[src/rtl/bsdot_pkg.sv]
package bsdot_pkg;

    // Controller states of the dot-product unit
    typedef enum logic [1:0] {
        ST_IDLE   = 2'd0,
        ST_STREAM = 2'd1,
        ST_DRAIN  = 2'd2
    } bsdot_state_e;

endpackage

[src/rtl/bsdot_store.sv]
module bsdot_store #(
    parameter int N_ELEM = 16,
    parameter int EW     = 8,
    parameter int IDXW   = 4
) (
    input  logic                   clk,
    input  logic                   rst_n,
    input  logic                   wr_en,
    input  logic [IDXW-1:0]        wr_idx,
    input  logic [EW-1:0]          wr_data,
    input  logic                   busy_i,
    output logic [N_ELEM*EW-1:0]   vec_o
);

    // One register per resident element
    for (genvar e = 0; e < N_ELEM; e++) begin : g_elem
        always_ff @(posedge clk) begin
            if (!rst_n) begin
                vec_o[e*EW +: EW] <= '0;
            end else if (wr_en && (wr_idx == IDXW'(e))) begin
                vec_o[e*EW +: EW] <= wr_data;
            end
        end
    end

    // nothing may change the resident vector while a product is in flight
    assert_vec_frozen_R2: assert property (@(posedge clk) disable iff (!rst_n)
        busy_i |=> $stable(vec_o));

endmodule

[src/rtl/bsdot_gate_tree.sv]
module bsdot_gate_tree #(
    parameter int N_ELEM = 16,
    parameter int EW     = 8,
    parameter int IW     = 3,
    localparam int LV    = $clog2(N_ELEM),
    localparam int P     = 1 << LV,
    localparam int SW    = EW + LV
) (
    input  logic                   clk,
    input  logic                   rst_n,
    input  logic                   in_vld,
    input  logic [IW-1:0]          in_idx,
    input  logic [N_ELEM*EW-1:0]   vec_i,
    input  logic [N_ELEM-1:0]      slice_i,
    output logic                   out_vld,
    output logic [IW-1:0]          out_idx,
    output logic signed [SW-1:0]   out_sum
);

    logic signed [SW-1:0] leaf  [P];
    logic signed [SW-1:0] inner [P-1];
    logic                 tag_vld [LV];
    logic [IW-1:0]        tag_idx [LV];

    // Gating: each element passes only when its key bit is set; padding leaves are zero
    for (genvar j = 0; j < P; j++) begin : g_leaf
        if (j < N_ELEM) begin : g_real
            always_comb begin
                leaf[j] = slice_i[j] ? SW'($signed(vec_i[j*EW +: EW])) : '0;
            end
        end else begin : g_pad
            always_comb begin
                leaf[j] = '0;
            end
        end
    end

    // Heap-ordered tree; every internal node is a register, so depth equals LV
    for (genvar k = 0; k < P - 1; k++) begin : g_node
        localparam int C0 = 2 * k + 1;
        localparam int C1 = 2 * k + 2;
        if (C0 >= P - 1) begin : g_from_leaf
            always_ff @(posedge clk) begin
                if (!rst_n) inner[k] <= '0;
                else        inner[k] <= leaf[C0-(P-1)] + leaf[C1-(P-1)];
            end
        end else begin : g_from_node
            always_ff @(posedge clk) begin
                if (!rst_n) inner[k] <= '0;
                else        inner[k] <= inner[C0] + inner[C1];
            end
        end
    end

    // Slice tags travel alongside the partial sums
    always_ff @(posedge clk) begin
        if (!rst_n) begin
            for (int s = 0; s < LV; s++) begin
                tag_vld[s] <= 1'b0;
                tag_idx[s] <= '0;
            end
        end else begin
            tag_vld[0] <= in_vld;
            tag_idx[0] <= in_idx;
            for (int s = 1; s < LV; s++) begin
                tag_vld[s] <= tag_vld[s-1];
                tag_idx[s] <= tag_idx[s-1];
            end
        end
    end

    assign out_vld = tag_vld[LV-1];
    assign out_idx = tag_idx[LV-1];
    assign out_sum = inner[0];

endmodule

[src/rtl/bsdot_shift_acc.sv]
module bsdot_shift_acc #(
    parameter int SW  = 12,
    parameter int KW  = 8,
    parameter int IW  = 3,
    parameter int RW  = 16,
    localparam int AW = SW + KW + 1
) (
    input  logic                   clk,
    input  logic                   rst_n,
    input  logic                   in_vld,
    input  logic [IW-1:0]          in_idx,
    input  logic signed [SW-1:0]   in_sum,
    output logic                   res_vld,
    output logic [RW-1:0]          res
);

    localparam logic signed [AW-1:0] RMAX = {{(AW-RW+1){1'b0}}, {(RW-1){1'b1}}};
    localparam logic signed [AW-1:0] RMIN = {{(AW-RW+1){1'b1}}, {(RW-1){1'b0}}};

    logic signed [AW-1:0] acc;
    logic signed [AW-1:0] term;
    logic signed [AW-1:0] total;
    logic signed [AW-1:0] clipped;
    logic                 is_last;

    always_comb begin
        is_last = (in_idx == IW'(KW - 1));
        term    = AW'(in_sum) <<< in_idx;
        if (is_last) begin
            term = -term;              // sign slice of the key weighs negative
        end
        total = acc + term;
        if (total > RMAX)      clipped = RMAX;
        else if (total < RMIN) clipped = RMIN;
        else                   clipped = total;
    end

    always_ff @(posedge clk) begin
        if (!rst_n) begin
            acc     <= '0;
            res     <= '0;
            res_vld <= 1'b0;
        end else begin
            res_vld <= 1'b0;
            if (in_vld) begin
                if (in_idx == '0) acc <= term;
                else              acc <= total;
                if (is_last) begin
                    res     <= clipped[RW-1:0];
                    res_vld <= 1'b1;
                end
            end
        end
    end

    // slices reach the accumulator in order, one per cycle
    assert_slice_order_R3: assert property (@(posedge clk) disable iff (!rst_n)
        (in_vld && in_idx != '0) |-> ($past(in_vld) && $past(in_idx) == IW'(in_idx - 1'b1)));

endmodule

[src/rtl/bsdot_unit.sv]
module bsdot_unit
    import bsdot_pkg::*;
#(
    parameter int N_ELEM = 16,
    parameter int EW     = 8,
    parameter int KW     = 8,
    parameter int RW     = 16,
    localparam int IDXW  = $clog2(N_ELEM)
) (
    input  logic                 clk,
    input  logic                 rst_n,
    input  logic                 ld_en,
    input  logic [IDXW-1:0]      ld_idx,
    input  logic [EW-1:0]        ld_data,
    input  logic                 start,
    input  logic [N_ELEM-1:0]    key_slice,
    output logic                 busy,
    output logic                 res_vld,
    output logic [RW-1:0]        result
);

    localparam int LV = $clog2(N_ELEM);
    localparam int IW = $clog2(KW);
    localparam int SW = EW + LV;
    localparam int CW = $clog2(KW + LV + 2);

    bsdot_state_e         state, state_nx;
    logic [CW-1:0]        cnt, cnt_nx;
    logic                 take_start;
    logic                 slice_vld;
    logic [IW-1:0]        slice_idx;
    logic                 wr_en;
    logic [N_ELEM*EW-1:0] vec;
    logic                 t_vld;
    logic [IW-1:0]        t_idx;
    logic signed [SW-1:0] t_sum;

    // State register
    always_ff @(posedge clk) begin
        if (!rst_n) begin
            state <= ST_IDLE;
            cnt   <= '0;
        end else begin
            state <= state_nx;
            cnt   <= cnt_nx;
        end
    end

    // Next state
    always_comb begin
        state_nx = state;
        cnt_nx   = cnt;
        unique case (state)
            ST_IDLE: begin
                if (start) begin
                    state_nx = ST_STREAM;
                    cnt_nx   = CW'(1);
                end
            end
            ST_STREAM: begin
                if (cnt == CW'(KW - 1)) begin
                    state_nx = ST_DRAIN;
                    cnt_nx   = '0;
                end else begin
                    cnt_nx = cnt + 1'b1;
                end
            end
            ST_DRAIN: begin
                if (start) begin
                    state_nx = ST_STREAM;
                    cnt_nx   = CW'(1);
                end else if (cnt == CW'(LV)) begin
                    state_nx = ST_IDLE;
                    cnt_nx   = '0;
                end else begin
                    cnt_nx = cnt + 1'b1;
                end
            end
            default: begin
                state_nx = ST_IDLE;
                cnt_nx   = '0;
            end
        endcase
    end

    // Outputs of the controller
    always_comb begin
        take_start = 1'b0;
        slice_vld  = 1'b0;
        slice_idx  = '0;
        wr_en      = 1'b0;
        busy       = 1'b1;
        unique case (state)
            ST_IDLE: begin
                busy       = 1'b0;
                take_start = start;
                slice_vld  = start;
                wr_en      = ld_en && !start;
            end
            ST_STREAM: begin
                slice_vld = 1'b1;
                slice_idx = cnt[IW-1:0];
            end
            ST_DRAIN: begin
                take_start = start;
                slice_vld  = start;
            end
            default: begin
                busy = 1'b1;
            end
        endcase
    end

    bsdot_store #(
        .N_ELEM (N_ELEM),
        .EW     (EW),
        .IDXW   (IDXW)
    ) u_store (
        .clk     (clk),
        .rst_n   (rst_n),
        .wr_en   (wr_en),
        .wr_idx  (ld_idx),
        .wr_data (ld_data),
        .busy_i  (busy || start),
        .vec_o   (vec)
    );

    bsdot_gate_tree #(
        .N_ELEM (N_ELEM),
        .EW     (EW),
        .IW     (IW)
    ) u_tree (
        .clk     (clk),
        .rst_n   (rst_n),
        .in_vld  (slice_vld),
        .in_idx  (slice_idx),
        .vec_i   (vec),
        .slice_i (key_slice),
        .out_vld (t_vld),
        .out_idx (t_idx),
        .out_sum (t_sum)
    );

    bsdot_shift_acc #(
        .SW (SW),
        .KW (KW),
        .IW (IW),
        .RW (RW)
    ) u_acc (
        .clk     (clk),
        .rst_n   (rst_n),
        .in_vld  (t_vld),
        .in_idx  (t_idx),
        .in_sum  (t_sum),
        .res_vld (res_vld),
        .res     (result)
    );

    // the strobe never lasts longer than one cycle
    assert_strobe_single_R6: assert property (@(posedge clk) disable iff (!rst_n)
        res_vld |=> !res_vld);

    // a result can only emerge while the controller reports work in flight
    assert_busy_on_strobe_R9: assert property (@(posedge clk) disable iff (!rst_n)
        res_vld |-> busy);

    // a start during streaming leaves the slice sequence running
    assert_start_ignored_R7: assert property (@(posedge clk) disable iff (!rst_n)
        (state == ST_STREAM && cnt != CW'(KW - 1)) |=> (state == ST_STREAM && cnt == $past(cnt) + 1'b1));

    // the sign slice hands over to a state that can take a new start at once
    assert_handover_R8: assert property (@(posedge clk) disable iff (!rst_n)
        (state == ST_STREAM && cnt == CW'(KW - 1)) |=> (state == ST_DRAIN));

endmodule

[config.mk]
export PLATFORM = sky130hd
export DESIGN_NAME = bsdot_unit
export DESIGN_NICKNAME = d
export VERILOG_FILES = /design/src/rtl/bsdot_pkg.sv /design/src/rtl/bsdot_store.sv /design/src/rtl/bsdot_gate_tree.sv /design/src/rtl/bsdot_shift_acc.sv /design/src/rtl/bsdot_unit.sv
export SDC_FILE = /design/constraint.sdc
export NUM_CORES = 1
export LEC_CHECK = 0
export ABC_AREA = 0
export CAP_MARGIN = 25
export CORE_ASPECT_RATIO = 1.4
export CORE_MARGIN = 2
export CORE_UTILIZATION = 45
export DETAILED_ROUTE_END_ITERATION = 6
export PLACE_DENSITY = 0.72
export RECOVER_POWER = 50
export SYNTH_ARGS = -nofsm -noshare
export SYNTH_HDL_FRONTEND = slang
export SYNTH_SLANG_ARGS = --single-unit
export TNS_END_PERCENT = 5
[constraint.sdc]
create_clock -name clk -period 12.9 [get_ports clk]
set_input_delay 1.29 -clock clk [delete_from_list [all_inputs] [get_ports clk]]
set_output_delay 1.29 -clock clk [all_outputs]
set_load 0.005 [all_outputs]
==> flow_summary.json <==
{
  "setup_viol": 0,
  "antenna_found_initial": 0,
  "chipHeight_um": 253.4,
  "critPathRequiredTime_ns": 13.27,
  "synth_edf_count": 0,
  "synth_area_leaders": "dfxtp_1 (37%), ha_1 (10%), mux2i_1 (7.3%)",
  "worstReg2RegStart": "u_tree.tag_idx[3][1]$_SDFF_PN0_",
  "numClockSinks": 368,
  "core_um2": 43950,
  "final.period_utilization": 0.6311,
  "hp-class": "flop to flop",
  "finClkSkew_ns": 0.01841,
  "dieArea_um2": 46170,
  "fin_crit_ns": 8.141,
  "timing.fmax_ghz": 0.1228,
  "initial_core_util": 0.4551,
  "grt_overflow_total": 0,
  "crit_fanout": 132,
  "tns_ns": 0,
  "clock_path_buffers": 3,
  "ys_warn_count": 0,
  "via_per_inst": 5.288,
  "drv_cap": 2,
  "via_count": 14510,
  "synth_fp_nets": 2350,
  "arrival_ns": 8.51,
  "nets": 2369,
  "fin_util": 0.5051,
  "ir_drop_v": 0.0001356,
  "rows": 91,
  "seq_area_frac_synth": 0.3683,
  "synth_area_per_cell_um2": 9.359,
  "holdPathEnd": "u_tree.tag_vld[0][3]$_DFF_P_",
  "wirelength_um": 42940,
  "leakagePower_nw": 10.24,
  "fill_cells": 4035,
  "outcome": "complete, but fails checks",
  "finalHoldViolCount": 0,
  "design_area_um2": 22200,
  "dpl.cell_count": 2673,
  "die_w_um": 182.2,
  "synthTopCellsByCount": "dfxtp_1 (368), and2_1 (217), nor2b_1 (207), ha_1 (165), mux2i_1 (146)",
  "drt_iter0_markers": 647,
  "rr_worst_depth": 19,
  "grt_pass1_wl_um": 70400,
  "endpoint_kind": "flop",
  "slew-limit-headroom": -1.919,
  "cts-resized-gates": 0,
  "slew_viol_final": 228,
  "grtUsageTotal": 0.1861,
  "worstSetupPathType": "primary input to flop",
  "violations": "capacitance limit, slew limit",
  "synthCells": 2137,
  "diodes": 0,
  "io_buffers": 49,
  "worst_pin_slew_ns": 4.379,
  "cts_root_buffer": "clkbuf_16",
  "gp_congestion": 0.8475,
  "io-pin-count": 50,
  "area_growth_pct": 10.99,
  "synth_most_common_cell": "dfxtp_1",
  "ys.flop_type": "dfxtp_1",
  "power_density_nw_per_um2": 106.9,
  "dpl_cell_area_um2": 20910,
  "drc": 0,
  "ys_types": 71,
  "wire_per_inst_um": 15.65,
  "hp-start": "u_tree.tag_vld[0][2]$_SDFF_PN0_",
  "regArea_um2": 7367,
  "synthArstFlopShare": 0,
  "final_cells": 2743,
  "clk_latency_ns": 0.54,
  "cts_hold_buf": 0,
  "hpwl_um": 31230,
  "cts_tree": "yes",
  "multi_input_comb_area_um2": 11990,
  "yosysTopAreaCell": "dfxtp_1",
  "synth_top_area_frac": 0.3683,
  "syn-cell-area_um2": 20000,
  "r2r-end": "u_acc.res[0]$_SDFFE_PN0P_",
  "cp-start-kind": "primary input",
  "cts_buffers": 38,
  "path_clk_slew_ns": 0.06,
  "ys_seq_elements": 368,
  "cts_setup_buffers": 0,
  "first_pass_iters": 5,
  "rrSetupSlack_ns": 6.83,
  "grt_pass1_vias": 14600,
  "worst_hold_path.num_cells": 1,
  "ant_nets": 0,
  "grt_start_max_net_pins": 133,
  "cts_max_level": 2,
  "rsz0062_at_grt": "false",
  "drive_gt1_frac": 0.04760
}
metal layers:
metal / global-route usage / routed length (um)
met1: 0.1954 / 17160
met2: 0.3742 / 23380
met3: 0.02546 / 1167
met4: 0.06152 / 1233
met5: 0 / 0
state kept, by name (all words and copies together), names as in the netlist:
| name | cells |
|---|---|
| cnt | 4 |
| u_store.vec_o | 128 |
| u_acc.res_vld | 1 |
| state | 2 |
| u_tree.tag_vld | 4 |
| u_tree.tag_idx | 12 |
| u_acc.res | 16 |
| u_acc.acc | 21 |
| u_tree.inner | 180 |
critical path, cell delays in order:
cell      delay [ns]
clkbuf_1        2.29
clkbuf_1        3.21
buf_4           1.05
nor3b_1         0.53
final cells by class:
class,count,share of cell area
Tap cell,558,0.03145
Multi-Input combinational cell,1609,0.5402
Clock buffer,50,0.04802
Clock inverter,19,0.01043
Sequential cell,368,0.3319
Inverter,82,0.01387
Timing Repair Buffer,57,0.02418
how the worst max path moves through the flow:
stage                               startpoint                        endpoint  slack (ns)  cells past startpoint
2_1_floorplan  u_tree.tag_idx[3][0]$_SDFF_PN0_      u_acc.res[10]$_SDFFE_PN0P_        8.19                     21
3_3_place_gp   u_tree.tag_idx[3][1]$_SDFF_PN0_       u_acc.res[1]$_SDFFE_PN0P_        7.03                     19
3_5_place_dp   u_tree.tag_idx[3][1]$_SDFF_PN0_       u_acc.res[0]$_SDFFE_PN0P_        6.94                     19
4_1_cts        u_tree.tag_idx[3][1]$_SDFF_PN0_       u_acc.res[0]$_SDFFE_PN0P_        6.90                     19
5_1_grt                                  rst_n  u_tree.inner[0][64]$_SDFF_PN0_        3.77                      4
6_report                                 rst_n  u_tree.inner[0][64]$_SDFF_PN0_        4.76                      4
layout by cell type (no fill, tap or decap), types with 52 or more instances in the layout:
cell	synthesis	routed
xnor2_1	58	58
a21o_1	59	59
and2_1	217	178
o21ai_0	102	102
nand2_1	68	68
a21oi_1	101	101
inv_1	81	81
ha_1	165	165
xor2_1	58	58
nor2b_1	207	207
mux2i_1	146	146
nor2_1	90	90
o21a_1	52	52
dfxtp_1	368	368
cells by family (layout without fill, tap and decap cells):
| family | after synthesis | count (layout) | synth area share |
|---|---|---|---|
| AOI/OAI and AO/OA | 415 | 415 | 0.1327 |
| xor gates and xnor gates | 117 | 117 | 0.05205 |
| adders and majority gates | 181 | 181 | 0.1192 |
| buffers and inverters | 160 | 208 | 0.03215 |
| DFF | 368 | 368 | 0.3683 |
| muxes | 164 | 164 | 0.08414 |
| and+or+nand+nor | 732 | 732 | 0.2114 |
where the power goes:
group	switching [mW]	internal (mW)	leakage, nW	total [mW]
logic	0.0527	0.0358	6.63	0.0885
registers	0.00450	1.14	2.97	1.15
clock network	0.467	0.669	0.647	1.14
stage by stage:
step	setup WS, ns	hold slack, ns	power, mW
2_1_floorplan	8.190	0.4119	1.226
3_3_place_gp	7.028	0.4162	1.260
3_5_place_dp	6.937	0.4236	1.262
4_1_cts	6.896	0.4399	2.405
5_1_grt	3.769	0.4501	2.454
6_report	4.759	0.4353	2.373
(Power assumes the default switching activity.)
